`src/rtl/bfm_pkg.sv`:
```
package bfm_pkg;

  typedef enum logic [1:0] {
    MODE_CMD  = 2'd0,
    MODE_IO2  = 2'd1,
    MODE_DUAL = 2'd2,
    MODE_OFF  = 2'd3
  } io_mode_e;

  localparam logic [1:0] A_CTRL = 2'd0;
  localparam logic [1:0] A_CFG  = 2'd1;
  localparam logic [1:0] A_LEN  = 2'd2;
  localparam logic [1:0] A_STAT = 2'd3;

  localparam logic [2:0] DGL_OFF = 3'd7;

  // stuck limit in microsecond ticks for each deglitch code
  function automatic logic [6:0] dgl_limit(input logic [2:0] code);
    logic [6:0] lim;
    case (code)
      3'd0:    lim = 7'd64;
      3'd1:    lim = 7'd48;
      3'd2:    lim = 7'd32;
      3'd3:    lim = 7'd24;
      3'd4:    lim = 7'd16;
      3'd5:    lim = 7'd8;
      3'd6:    lim = 7'd4;
      default: lim = 7'd0;
    endcase
    return lim;
  endfunction

endpackage

```
`src/rtl/bfm_regs.sv`:
```
module bfm_regs
  import bfm_pkg::*;
#(
  parameter int LEN_W  = 6,
  parameter int DATA_W = 8
) (
  input  logic              clk,
  input  logic              rst_n,
  input  logic              wr_en,
  input  logic [1:0]        wr_addr,
  input  logic [DATA_W-1:0] wr_data,
  input  logic [1:0]        rd_addr,
  input  logic              stuck_flt,
  input  logic              pnum_flt,
  output logic [DATA_W-1:0] rd_data,
  output logic              cmd,
  output io_mode_e          mode,
  output logic [2:0]        code,
  output logic [LEN_W-1:0]  len
);

  logic             cmd_d;
  io_mode_e         mode_d;
  logic [2:0]       code_d;
  logic [LEN_W-1:0] len_d;

  always_comb begin
    cmd_d  = cmd;
    mode_d = mode;
    code_d = code;
    len_d  = len;
    if (wr_en) begin
      case (wr_addr)
        A_CTRL: cmd_d = wr_data[0];
        A_CFG: begin
          mode_d = io_mode_e'(wr_data[1:0]);
          code_d = wr_data[4:2];
        end
        A_LEN:  len_d = wr_data[LEN_W-1:0];
        default: ;
      endcase
    end
  end

  always_ff @(posedge clk or negedge rst_n) begin
    if (!rst_n) begin
      cmd  <= 1'b0;
      mode <= MODE_CMD;
      code <= 3'd0;
      len  <= '0;
    end else begin
      cmd  <= cmd_d;
      mode <= mode_d;
      code <= code_d;
      len  <= len_d;
    end
  end

  always_comb begin
    rd_data = '0;
    case (rd_addr)
      A_CTRL: rd_data[0] = cmd;
      A_CFG:  rd_data[4:0] = {code, mode};
      A_LEN:  rd_data[LEN_W-1:0] = len;
      default: begin
        rd_data[1] = stuck_flt;
        rd_data[2] = pnum_flt;
      end
    endcase
  end

endmodule

```
`src/rtl/bfm_edge.sv`:
```
module bfm_edge
  import bfm_pkg::*;
(
  input  logic       clk,
  input  logic       rst_n,
  input  logic       io1,
  input  logic       io2,
  input  io_mode_e   mode,
  output logic       qual_edge,
  output logic [1:0] rise_n,
  output logic       hold
);

  logic io1_q, io2_q;
  logic dual;

  always_ff @(posedge clk or negedge rst_n) begin
    if (!rst_n) begin
      io1_q <= 1'b0;
      io2_q <= 1'b0;
    end else begin
      io1_q <= io1;
      io2_q <= io2;
    end
  end

  always_comb begin
    dual      = (mode == MODE_DUAL);
    qual_edge = (io2 ^ io2_q) | (dual & (io1 ^ io1_q));
    rise_n    = {1'b0, io2 & ~io2_q} + {1'b0, dual & io1 & ~io1_q};
    hold      = dual & io1 & io2;
  end

endmodule

```
`src/rtl/bfm_ctrl.sv`:
```
module bfm_ctrl
  import bfm_pkg::*;
#(
  parameter int LEN_W    = 6,
  parameter int END_IDLE = 128
) (
  input  logic             clk,
  input  logic             rst_n,
  input  logic             cmd,
  input  io_mode_e         mode,
  input  logic [2:0]       code,
  input  logic [LEN_W-1:0] len,
  input  logic             tick,
  input  logic             qual_edge,
  input  logic [1:0]       rise_n,
  input  logic             hold,
  output logic             active,
  output logic             stuck_flt,
  output logic             pnum_flt
);

  localparam int TMR_W = $clog2(END_IDLE + 1);
  localparam int CNT_W = LEN_W + 1;
  localparam logic [TMR_W-1:0] END_LAST = TMR_W'(END_IDLE - 1);
  localparam logic [TMR_W-1:0] TMR_MAX  = '1;
  localparam logic [CNT_W-1:0] CNT_MAX  = '1;

  logic [TMR_W-1:0] timer, timer_d;
  logic [CNT_W-1:0] cnt, cnt_d;
  logic [CNT_W:0]   cnt_sum;
  logic             active_d, stuck_d, pnum_d;
  logic [TMR_W-1:0] lim;
  logic             io_mode, start, stop, quiet_tick, idle_end, stuck_hit;

  always_comb begin
    lim        = TMR_W'(dgl_limit(code));
    io_mode    = (mode == MODE_IO2) || (mode == MODE_DUAL);
    start      = !active && (((mode == MODE_CMD) && cmd) || (io_mode && qual_edge));
    quiet_tick = active && tick && !qual_edge && !hold;
    idle_end   = quiet_tick && (timer == END_LAST);
    stuck_hit  = quiet_tick && (code != DGL_OFF) && (timer == lim);
    case (mode)
      MODE_CMD: stop = active && !cmd;
      MODE_OFF: stop = active;
      default:  stop = idle_end;
    endcase
  end

  // burst state
  always_comb begin
    active_d = active;
    if (start)     active_d = 1'b1;
    else if (stop) active_d = 1'b0;
  end

  // stuck timer
  always_comb begin
    timer_d = timer;
    if (start || !active)                   timer_d = '0;
    else if (qual_edge || hold)             timer_d = '0;
    else if (tick && (timer != TMR_MAX))    timer_d = timer + 1'b1;
  end

  // pulse counter
  always_comb begin
    cnt_sum = {1'b0, cnt} + {{(CNT_W - 1){1'b0}}, rise_n};
    cnt_d   = cnt;
    if (start)
      cnt_d = CNT_W'(rise_n);
    else if (active && (rise_n != 2'd0))
      cnt_d = cnt_sum[CNT_W] ? CNT_MAX : cnt_sum[CNT_W-1:0];
  end

  // sticky fault flags
  always_comb begin
    stuck_d = stuck_flt;
    pnum_d  = pnum_flt;
    if (start) begin
      stuck_d = 1'b0;
      pnum_d  = 1'b0;
    end else begin
      if (stuck_hit) stuck_d = 1'b1;
      if (stop && (len != '0) && (cnt != {1'b0, len})) pnum_d = 1'b1;
    end
  end

  always_ff @(posedge clk or negedge rst_n) begin
    if (!rst_n) begin
      active    <= 1'b0;
      timer     <= '0;
      cnt       <= '0;
      stuck_flt <= 1'b0;
      pnum_flt  <= 1'b0;
    end else begin
      active    <= active_d;
      timer     <= timer_d;
      cnt       <= cnt_d;
      stuck_flt <= stuck_d;
      pnum_flt  <= pnum_d;
    end
  end

endmodule

```
`src/rtl/burst_fault_mon.sv`:
```
module burst_fault_mon
  import bfm_pkg::*;
#(
  parameter int LEN_W    = 6,
  parameter int END_IDLE = 128
) (
  input  logic       clk,
  input  logic       rst_n,
  input  logic       wr_en,
  input  logic [1:0] wr_addr,
  input  logic [7:0] wr_data,
  input  logic [1:0] rd_addr,
  output logic [7:0] rd_data,
  input  logic       io1,
  input  logic       io2,
  input  logic       tick_us,
  output logic       burst_active,
  output logic       drv_stuck_flt,
  output logic       pulse_cnt_flt
);

  logic             rst_m, rst_n_s;
  logic             cfg_cmd;
  io_mode_e         cfg_mode;
  logic [2:0]       cfg_code;
  logic [LEN_W-1:0] cfg_len;
  logic             qual_edge, hold;
  logic [1:0]       rise_n;

  // reset: asserted at once, released on a clock edge
  always_ff @(posedge clk or negedge rst_n) begin
    if (!rst_n) begin
      rst_m   <= 1'b0;
      rst_n_s <= 1'b0;
    end else begin
      rst_m   <= 1'b1;
      rst_n_s <= rst_m;
    end
  end

  bfm_regs #(.LEN_W(LEN_W), .DATA_W(8)) u_regs (
    .clk(clk), .rst_n(rst_n_s), .wr_en(wr_en), .wr_addr(wr_addr),
    .wr_data(wr_data), .rd_addr(rd_addr), .stuck_flt(drv_stuck_flt),
    .pnum_flt(pulse_cnt_flt), .rd_data(rd_data), .cmd(cfg_cmd),
    .mode(cfg_mode), .code(cfg_code), .len(cfg_len)
  );

  bfm_edge u_edge (
    .clk(clk), .rst_n(rst_n_s), .io1(io1), .io2(io2), .mode(cfg_mode),
    .qual_edge(qual_edge), .rise_n(rise_n), .hold(hold)
  );

  bfm_ctrl #(.LEN_W(LEN_W), .END_IDLE(END_IDLE)) u_ctrl (
    .clk(clk), .rst_n(rst_n_s), .cmd(cfg_cmd), .mode(cfg_mode),
    .code(cfg_code), .len(cfg_len), .tick(tick_us), .qual_edge(qual_edge),
    .rise_n(rise_n), .hold(hold), .active(burst_active),
    .stuck_flt(drv_stuck_flt), .pnum_flt(pulse_cnt_flt)
  );

endmodule

```
`config.mk`:
```
export PLATFORM = sky130hd
export DESIGN_NAME = burst_fault_mon
export DESIGN_NICKNAME = d
export VERILOG_FILES = /design/src/rtl/bfm_pkg.sv /design/src/rtl/bfm_regs.sv /design/src/rtl/bfm_edge.sv /design/src/rtl/bfm_ctrl.sv /design/src/rtl/burst_fault_mon.sv
export SDC_FILE = /design/constraint.sdc
export NUM_CORES = 1
export LEC_CHECK = 0
export BUFFER_PORTS_ARGS = -buffer_cell sky130_fd_sc_hd__buf_2
export CORE_MARGIN = 4
export CORE_UTILIZATION = 52
export DETAILED_ROUTE_END_ITERATION = 16
export PLACE_DENSITY = 0.73
export SYNTH_ARGS = -nofsm -noshare
export SYNTH_HDL_FRONTEND = slang
export SYNTH_SLANG_ARGS = --single-unit
```
`constraint.sdc`:
```
create_clock -name clk -period 1.2 [get_ports clk]
set_clock_uncertainty 0.1 [all_clocks]
set_input_delay 0.24 -clock clk [delete_from_list [all_inputs] [get_ports clk]]
set_output_delay 0.24 -clock clk [all_outputs]
set_load 0.01 [all_outputs]
```
==> flow_summary.json, run 1 <==
{
  "status": "finished, violations left",
  "violations": "setup timing",
  "io_buffers": 24,
  "startpoint": "u_regs.mode[0]",
  "cts_inserted_buffers": 5,
  "clock_power_share": 0.203,
  "seqPwrFrac": 0.341,
  "synth_edf_count": 0,
  "clkTransAtPathRegs_ns": 0.07,
  "p_per_area_mw_per_mm2": 1330,
  "drive_above_1_share": 0.561,
  "cts.sinks": 34,
  "crit_path_end_kind": "flip-flop",
  "postPlaceCellArea_sq_mm": 0.00278,
  "wl_per_cell_um": 17.4,
  "max_freq_ghz": 0.392,
  "required_ns": 1.28,
  "ys_types": 54,
  "core_area_sq_mm": 0.00380,
  "yosysTopAreaCellShare": 0.402,
  "rr_startpoint": "u_regs.mode[0]",
  "post-route-drc-count": 0,
  "finalPower_uw": 4400,
  "grtUsageTotal": 0.253,
  "antenna_found_initial": 0,
  "ant_nets": 0,
  "path_common_cell": "ha_4",
  "overflow": 0,
  "syn_area_sq_mm": 0.00212,
  "holdPathStages": 2,
  "yosys_warnings": 0,
  "p_switching_uw": 1520,
  "setup_slack_ns": -1.35,
  "avgViaCountPerCell": 5.75,
  "syn-mean-instance-area_sq_um": 9.89,
  "critical_path_arrival_ns": 2.63,
  "gp_congestion": 0.846,
  "fillers": 192,
  "cts_tree": "yes",
  "totalWireLength_um": 6240,
  "synth-seq-cells": 34,
  "hp-class": "in2reg",
  "leakage_uw": 0.00152,
  "cp_cell_sequence": "inv_2 > ha_4 > nand2_2 > or2_4 > ha_4 > ha_4 > inv_2 > fa_2 > or3_4 > nor3_4 > a21oi_2",
  "crit_slowest_cell": "dfrtp_1",
  "nNetsFinal": 342,
  "yosysSeqAreaShare": 0.402,
  "synth_ff_type": "dfrtp_1",
  "holdCritStartpoint": "io2",
  "firstDrtPassIters": 4,
  "peakVddDrop_mv": 1.06,
  "cpPeakStageDelay_ns": 0.39,
  "drv_slew": 0,
  "p_int_uw": 2880,
  "std_cell_rows": 22,
  "p_comb_frac": 0.456,
  "die_w_um": 71.8,
  "die_h_um": 71.8,
  "switching_share": 0.346,
  "rsz0062_at_grt": "yes",
  "drv_cap": 0,
  "die-area_sq_mm": 0.00516,
  "path_class": "reg2reg",
  "r2r_cells": 11,
  "synthArstFlopShare": 1.00,
  "fin_area_sq_mm": 0.00330,
  "io_pins": 29,
  "floorplan.initialDensity": 0.557,
  "path_max_fanout": 3,
  "yosys-top-cells-area": "dfrtp_1 40%, ha_1 8.3%, mux2_2 5.9%, nor2_1 3.0%, xor2_1 2.9%",
  "syn2layout_area_growth_pct": 56.0,
  "synth_top_area_cell": "dfrtp_1",
  "grt_pass1_wl_um": 9940,
  "cts_max_level": 2,
  "grt_max_degree": 33,
  "timing.final.crit_share": 2.12,
  "pre_cts_ws_ns": -1.33,
  "root_buffer": "clkbuf_8",
  "final.min_clock_period_ns": 2.55,
  "hpwl_um": 3930,
  "diodes": 0,
  "synth_cells": 214,
  "initialDrtViolationCount": 87,
  "finalSetupViolCount": 25,
  "startpoint_type": "flip-flop",
  "num_vias": 2059,
  "clk_latency_ns": 0.30,
  "grt_pass1_vias": 2117,
  "hold_viol": 0,
  "r2r_setup_slack_ns": -1.35,
  "clockBufferDepth": 2
}
## synth_stat cells, types with 3 or more instances
| library cell | instances |
|---|---|
| dfrtp_1 | 34 |
| nor2_1 | 17 |
| inv_1 | 16 |
| ha_1 | 14 |
| mux2_2 | 11 |
| a21oi_1 | 10 |
| o21ai_0 | 10 |
| nand2_1 | 9 |
| xor2_1 | 7 |
| clkbuf_1 | 5 |
| nor3_1 | 5 |
| xnor2_1 | 5 |
| nand3_1 | 4 |
| nor2b_1 | 4 |
| a211oi_1 | 3 |
| a21o_1 | 3 |
| nand4_1 | 3 |
| nor3b_1 | 3 |
| nor4_1 | 3 |
## worst max-delay path: cells and delay by family, from the launching register on
kind / cells / cell delay (ns)
flops: 1 / 0.39
fa+ha+maj: 4 / 0.89
buf+inv: 2 / 0.12
compound gates: 1 / 0.07
simple gates: 4 / 0.86
## cell usage in the layout (no fill, tap or decap), types with 6 or more instances in the layout
cell	netlist	final
mux2_2	11	11
inv_2	1	6
nor2_1	17	13
nand2_1	9	6
buf_2	1	22
ha_4	0	6
dfrtp_1	34	30
clkbuf_8	0	6
o21ai_1	0	6
buf_6	1	16
inv_1	16	11
xor2_1	7	7
buf_4	2	56
## cell families (layout without fill, tap and decap cells)
group	count (synthesis)	count (layout)	share of synthesized area
other cells	2	3	0.00355
xor+xnor	12	12	0.0496
buf+inv	26	121	0.0538
flops	34	34	0.402
simple gates	65	65	0.171
fa+ha+maj	15	15	0.0922
compound gates	48	48	0.164
mux	12	12	0.0632
## sequential cells by signal, summed over array words and instances (netlist names)
signal,flops
rst_m,1
rst_n_s,1
u_ctrl.active,1
u_ctrl.cnt,7
u_ctrl.pnum_flt,1
u_ctrl.stuck_flt,1
u_ctrl.timer,8
u_edge.io1_q,1
u_edge.io2_q,1
u_regs.cmd,1
u_regs.code,3
u_regs.len,6
u_regs.mode,2
## worst paths after layout
check                           endpoint
hold / removal              u_edge.io2_q
min in group asynchronous  u_regs.len[2]
max in group asynchronous  u_ctrl.active
hold reg to reg            u_regs.len[2]
setup / recovery           u_ctrl.cnt[6]
setup reg to reg           u_ctrl.cnt[6]
## repair_timing
item,CTS,global route
gates resized for setup,38,32
pin swaps,21,21
setup buffers,12,9
setup endpoints to repair,25,27
hold buffers,1,0
hold endpoints to repair,2,0
## metal layers
metal,up-vias,wire length [um],GRT usage
met5,-,0,0
met4,0,223,0.121
met3,20,297,0.0673
met2,62,3250,0.437
met1,1017,2460,0.289
li1,960,-,-
## metrics by stage
stage,std cells,setup TNS (ns),util,hold slack (ns)
after floorplan,215,-11.16,-,-0.156
after global placement,333,-13.39,0.731,-0.0747
after detailed placement,333,-14.47,0.731,-0.0717
after CTS,353,-14.71,0.818,0.0643
after global routing,358,-17.24,0.869,0.0736
final,358,-15.45,0.869,0.0597
## cell type report
| class | count | area (sq um) | area share |
|---|---|---|---|
| clock inverters | 1 | 5.00 | 0.00152 |
| inverters | 17 | 63.8 | 0.0193 |
| well taps | 48 | 60.1 | 0.0182 |
| flip-flops and latches | 34 | 856 | 0.259 |
| multi-input cells | 155 | 1490 | 0.451 |
| repair buffers | 96 | 741 | 0.224 |
| clock buffers | 7 | 86.3 | 0.0261 |
## power by group through the flow
| stage | clock network, uW | logic (uW) | registers, uW |
|---|---|---|---|
| after global routing | 952 | 2160 | 1520 |
| final | 894 | 2000 | 1500 |
| after global placement | 0 | 1450 | 1510 |
| after CTS | 891 | 1810 | 1480 |
| after detailed placement | 0 | 1500 | 1520 |
| after floorplan | 0 | 763 | 1540 |
Power figures use the tool's default switching activity.
==> inputs of run 2 (changes only) <==
Settings changed: SYNTH_HIERARCHICAL from default to 1.
==> run 2 against run 1 <==
Compared with the run above: the flow still finishes with violations (setup timing); area after synthesis grew 1.7%; sequential power is essentially flat; die area grew 1.5%; register-to-register slack gained 0.29 ns; hold slack lost 0.055 ns; sequential share of layout area shrank 0.14 points; fmax grew 13%; first-iteration DRC count grew 84%; cell count shrank 0.84%; total power grew 8.3%; combinational power grew 9%; non-clock buffer count grew 1.
==> flow_summary.json, run 2 <==
{
  "status": "finished, violations left",
  "violations": "setup timing",
  "initialDrtViolationCount": 160,
  "synth_top_area_cell": "dfrtp_1",
  "grt_pass1_vias": 2114,
  "crit_slowest_cell": "dfrtp_1",
  "die-area_sq_mm": 0.00523,
  "nNetsFinal": 335,
  "firstDrtPassIters": 5,
  "drv_cap": 0,
  "yosysMostFrequentCell": "dfrtp_1",
  "hp-class": "in2reg",
  "overflow": 0,
  "synth_common_cells": "34 x dfrtp_1, 22 x nor2_1, 13 x inv_1, 13 x mux2_2",
  "final_common_cell": "buf_4",
  "synth_edf_count": 0,
  "largest_reg_flops": 8,
  "clk_latency_ns": 0.30,
  "max_freq_ghz": 0.443,
  "largest-register": "u_ctrl/timer",
  "wl_per_cell_um": 21.9,
  "syn_area_sq_mm": 0.00215,
  "grt_busiest_layer": "met2",
  "io_pins": 29,
  "setup_slack_ns": -1.06,
  "syn-mean-instance-area_sq_um": 10.4,
  "synthArstFlopShare": 1.00,
  "die_w_um": 72.3,
  "cts_tree": "yes",
  "p_per_area_mw_per_mm2": 1440,
  "hold_viol": 0,
  "finalSetupViolCount": 27,
  "clkTransAtPathRegs_ns": 0.08,
  "rsz0062_at_grt": "yes",
  "peakVddDrop_mv": 1.13,
  "io_buffers": 24,
  "avgViaCountPerCell": 6.11,
  "slew_headroom": 0.617,
  "grt_max_degree": 33,
  "crit_path_end_kind": "flip-flop",
  "yosysSeqAreaShare": 0.395,
  "clockBufferDepth": 2,
  "critical_path_arrival_ns": 2.35,
  "post-route-drc-count": 0,
  "drv_slew": 0,
  "grt.met1_usage": 0.298,
  "core_area_sq_mm": 0.00400,
  "startpoint_type": "flip-flop",
  "floorplan.initialDensity": 0.538,
  "cts_max_level": 2,
  "leakage_uw": 0.00152,
  "yosys-top-cells-area": "dfrtp_1 40%, ha_1 7.0%, mux2_2 6.8%, nor2_1 3.8%, xor2_1 3.7%",
  "required_ns": 1.29,
  "use_met2": 0.411,
  "syn2layout_area_growth_pct": 53.8,
  "yosysTopAreaCellShare": 0.395,
  "ys_types": 46,
  "path_max_fanout": 3,
  "holdWs_ns": 0.00460,
  "finalCoreUtilization": 0.828,
  "grtUsageTotal": 0.250,
  "root_buffer": "clkbuf_8",
  "timing.final.crit_share": 1.88,
  "holdPathStages": 1,
  "r2r_cells": 11,
  "num_vias": 2169,
  "diodes": 0,
  "worst_pin_slew_ns": 0.570,
  "grtUsageMet3": 0.0568,
  "die_h_um": 72.3,
  "antenna_found_initial": 0,
  "path_common_cell": "ha_4",
  "cp_cell_sequence": "nand2b_4 > nor3b_4 > ha_4 > ha_4 > inv_2 > fa_2 > nor2_4 > buf_4 > nand3_2 > mux2i_2 > nor2_2",
  "yosys_warnings": 6,
  "path_class": "reg2reg",
  "cpPeakStageDelay_ns": 0.39,
  "hpwl_um": 3700,
  "cts.sinks": 34,
  "drive_above_1_share": 0.587,
  "synth-seq-cells": 34,
  "final.min_clock_period_ns": 2.26,
  "totalWireLength_um": 7770,
  "ant_nets": 0,
  "grt_pass1_wl_um": 9850,
  "synth_cells": 207,
  "gp_congestion": 0.892,
  "reg_top3": "u_ctrl/timer: 8 flops, u_ctrl/cnt: 7 flops, u_regs/len: 6 flops",
  "std_cell_rows": 23,
  "synth_ff_type": "dfrtp_1",
  "cts_inserted_buffers": 5,
  "final_cell_mix": "58 x buf_4, 32 x dfrtp_1, 20 x buf_2"
}
run 2: cell types whose count changed after synthesis, sizes merged, moves of 3 or more:
| cell | before | now |
|---|---|---|
| buf | 4 | 7 |
| a31oi | 2 | 5 |
| a21oi | 10 | 3 |
| inv | 17 | 13 |
| clkbuf | 5 | 1 |
| o21ai | 10 | 7 |
| nor2 | 17 | 22 |
| xnor2 | 5 | 8 |
| mux2i | 1 | 5 |
| nand2 | 9 | 12 |
| a22oi | 2 | 5 |
run 2: area by class of cell:
| type | instances | area, sq um |
|---|---|---|
| flip-flops and latches | 34 | 853 |
| clock inverters | 3 | 40.0 |
| well taps | 50 | 62.6 |
| inverters | 13 | 48.8 |
| fillers | 190 | 689 |
| clock buffers | 5 | 68.8 |
| multi-input cells | 153 | 1480 |
| repair buffers | 97 | 761 |
run 2: metrics by stage:
step                      std cells  area (sq um)  setup slack [ns]  power, uW  TNS, ns
after floorplan                 208          2260            -0.926       2390    -8.67
after global placement          330          2800            -0.860       2990   -11.91
after detailed placement        330          2800            -0.894       3030   -12.33
after CTS                       348          3130            -0.904       4320   -12.36
after global routing            355          3310             -1.14       4950   -16.70
final                           355          3310             -1.06       4760   -15.38
run 2: logic make-up after synthesis:
family,after synthesis,share of synthesized area
other cells,2,0.00349
simple gates,70,0.195
mux,18,0.0913
compound gates,32,0.109
buf+inv,21,0.0576
fa+ha+maj,13,0.0791
xor+xnor,17,0.0692
flops,34,0.395
run 2: timing repair:
action | CTS | global route
endpoints found under the setup margin | 26 | 27
setup buffers | 11 | 11
hold buffers | 1 | 0
endpoints found under the hold margin | 2 | 0
pin swaps | 11 | 7
resized for setup | 31 | 32
run 2: final timing paths:
kind / endpoint / from / slack, ns
setup / recovery: u_ctrl/cnt[4] / u_regs/mode[0] / -1.06
hold / removal: u_edge/io1_q / io1 / 0.005
setup reg to reg: u_ctrl/cnt[4] / u_regs/mode[0] / -1.06
hold reg to reg: u_ctrl/stuck_flt / rst_n_s / 0.14
max in group asynchronous: u_regs/code[2] / rst_n_s / 0.68
min in group asynchronous: u_ctrl/stuck_flt / rst_n_s / 0.14
run 2: metal layers:
metal  wire, um  part of all wire
met1       2910              0.37
met2       3820              0.49
met3        541             0.070
met5          0                 0
met4        490             0.063
run 2: worst max-delay path, delay by kind of cell (launching register included):
family / cells / cell delay (ns)
AND/OR/NAND/NOR: 5 / 0.62
flip-flops: 1 / 0.39
multiplexers: 1 / 0.24
buffers and inverters: 2 / 0.15
adder cells (fa/ha/maj): 3 / 0.64
run 2: power by group:
part           switching, uW  internal (uW)  total [uW]
clock network            465            612        1080
logic                   1070           1090        2170
registers                192           1320        1520
total                   1730           3030        4760
==> inputs of run 3 (changes only) <==
--- a/config.mk
+++ b/config.mk
@@ -10,5 +10,5 @@
 export CORE_UTILIZATION = 52
 export DETAILED_ROUTE_END_ITERATION = 16
-export PLACE_DENSITY = 0.73
+export PLACE_DENSITY_LB_ADDON = 0.05
 export SYNTH_ARGS = -nofsm -noshare
 export SYNTH_HDL_FRONTEND = slang
==> constraint.sdc (replaced) <==
create_clock -name clk -period 1.2 [get_ports clk]
set_clock_uncertainty 0.1 [all_clocks]
set_input_delay 0.12 -clock clk [delete_from_list [all_inputs] [get_ports clk]]
set_output_delay 0.12 -clock clk [all_outputs]
set_load 0.01 [all_outputs]
==> run 3 against run 2 <==
Compared with the run above: the flow still finishes with violations (setup timing); register-to-register slack improved by 0.03 ns; clock power fell by 19%; combinational power fell by 15%; setup slack improved by 0.026 ns; cell count fell by 0.28%.
==> flow_summary.json, run 3 (same netlist as run 2, synthesis figures left out) <==
{
  "hpwl_um": 4040,
  "critical_path_arrival_ns": 2.31,
  "path_delay_family": "simple AND/OR/NAND/NOR gates",
  "grt_max_degree": 33,
  "p_switching_uw": 1450,
  "switching_share": 0.341,
  "clockBufferDepth": 2,
  "crit_slowest_cell": "dfrtp_1",
  "final.min_clock_period_ns": 2.23,
  "io_buffers": 24,
  "floorplan.initialDensity": 0.538,
  "clock_power_share": 0.206,
  "path_class": "reg2reg",
  "crit_path_end_kind": "flip-flop",
  "finalSetupViolCount": 23,
  "grt_pass1_vias": 2077,
  "syn2layout_area_growth_pct": 46.9,
  "cp_cell_sequence": "nand2b_4 > nor3b_4 > ha_4 > ha_4 > inv_2 > fa_2 > nor2_4 > and3_4 > mux2i_1 > nor2_1",
  "rsz0062_at_grt": "yes",
  "drv_cap": 0,
  "die_w_um": 72.3,
  "hp-class": "in2reg",
  "drive_above_1_share": 0.503,
  "cpPeakStageDelay_ns": 0.39,
  "cts.sinks": 34,
  "std_cell_rows": 23,
  "setup_slack_ns": -1.03,
  "use_met2": 0.426,
  "die-area_sq_mm": 0.00523,
  "drv_slew": 0,
  "clkTransAtPathRegs_ns": 0.07,
  "overflow": 0,
  "wl_per_cell_um": 16.5,
  "die_h_um": 72.3,
  "reg_top3": "u_ctrl/timer: 8 flops, u_ctrl/cnt: 7 flops, u_regs/len: 6 flops",
  "final_common_cell": "buf_4",
  "core_area_sq_mm": 0.00400,
  "grtUsageTotal": 0.233,
  "initialDrtViolationCount": 127,
  "post-route-drc-count": 0,
  "num_vias": 1950,
  "finalPower_uw": 4250,
  "antenna_found_initial": 0,
  "grt_pass1_wl_um": 9440,
  "firstDrtPassIters": 4,
  "required_ns": 1.27,
  "cts_tree": "yes",
  "clk_latency_ns": 0.28,
  "path_common_cell": "ha_4",
  "largest-register": "u_ctrl/timer",
  "path_max_fanout": 2,
  "fin_area_sq_mm": 0.00316,
  "nNetsFinal": 334,
  "ant_nets": 0,
  "p_int_uw": 2800,
  "grt.met1_usage": 0.255,
  "p_per_area_mw_per_mm2": 1340,
  "largest_reg_flops": 8,
  "io_pins": 29,
  "leakage_uw": 0.00150,
  "postPlaceCellArea_sq_mm": 0.00277,
  "hold_viol": 0,
  "p_comb_frac": 0.436,
  "totalWireLength_um": 5850,
  "max_freq_ghz": 0.448,
  "gp_congestion": 0.975,
  "grtUsageMet3": 0.0499,
  "pre_cts_ws_ns": -0.930,
  "timing.final.crit_share": 1.86,
  "cts_max_level": 2,
  "path_buf_inv": 1,
  "peakVddDrop_mv": 0.811,
  "status": "finished, violations left",
  "avgViaCountPerCell": 5.51,
  "violations": "setup timing",
  "cts_inserted_buffers": 5,
  "final_cell_mix": "50 x buf_4, 32 x dfrtp_1, 24 x buf_2",
  "seqPwrFrac": 0.357,
  "diodes": 0,
  "startpoint_type": "flip-flop",
  "root_buffer": "clkbuf_8",
  "grt_busiest_layer": "met2"
}
## run 3: final cells by class
type                    count  area [sq um]
multi-input cells         153          1360
flip-flops and latches     34           853
fillers                   253           840
repair buffers             96           742
clock buffers               7          86.3
well taps                  50          62.6
inverters                  13          48.8
clock inverters             1          5.00
## run 3: power groups by stage
stage                     Sequential (uW)  Clock, uW  Combinational, uW
final                                1520        876               1850
after CTS                            1500        891               1690
after detailed placement             1520          0               1550
after global routing                 1540        954               1990
after global placement               1500          0               1480
after floorplan                      1550          0                839
## run 3: final timing paths
kind | from | endpoint | depth (start not counted) | slack (ns)
worst max-delay path | u_regs/mode[0] | u_ctrl/cnt[6] | 10 | -1.03
worst min-delay path | wr_data[1] | u_regs/mode[1] | 2 | 0.03
worst max register to register | u_regs/mode[0] | u_ctrl/cnt[6] | 10 | -1.03
worst min register to register | rst_n_s | u_regs/code[1] | 1 | 0.11
max in group asynchronous | rst_n_s | u_regs/code[2] | 1 | 0.69
min in group asynchronous | rst_n | rst_n_s | 2 | 0.06
## run 3: metal layers
metal / share of wire / wire length (um)
met2: 0.54 / 3140
met5: 0 / 0
met1: 0.39 / 2290
met4: 0.030 / 177
met3: 0.041 / 238
## run 3: repair_timing
item                                    in CTS  in global routing
endpoints found under the setup margin      24                 24
setup buffers                                8                  6
endpoints found under the hold margin       10                  0
hold buffers                                 8                  0
resized for setup                           21                 17
pin swaps                                   16                  9
cloned                                       0                  0
## run 3: stage by stage
step,hold slack (ns),setup TNS (ns),utilization,cells
floorplan,-0.276,-8.63,-,208
global placement,-0.197,-10.32,0.693,327
detailed placement,-0.192,-11.02,0.693,327
CTS,0.00832,-12.20,0.766,350
global route,0.0324,-15.37,0.790,354
finish,0.0254,-13.72,0.790,354
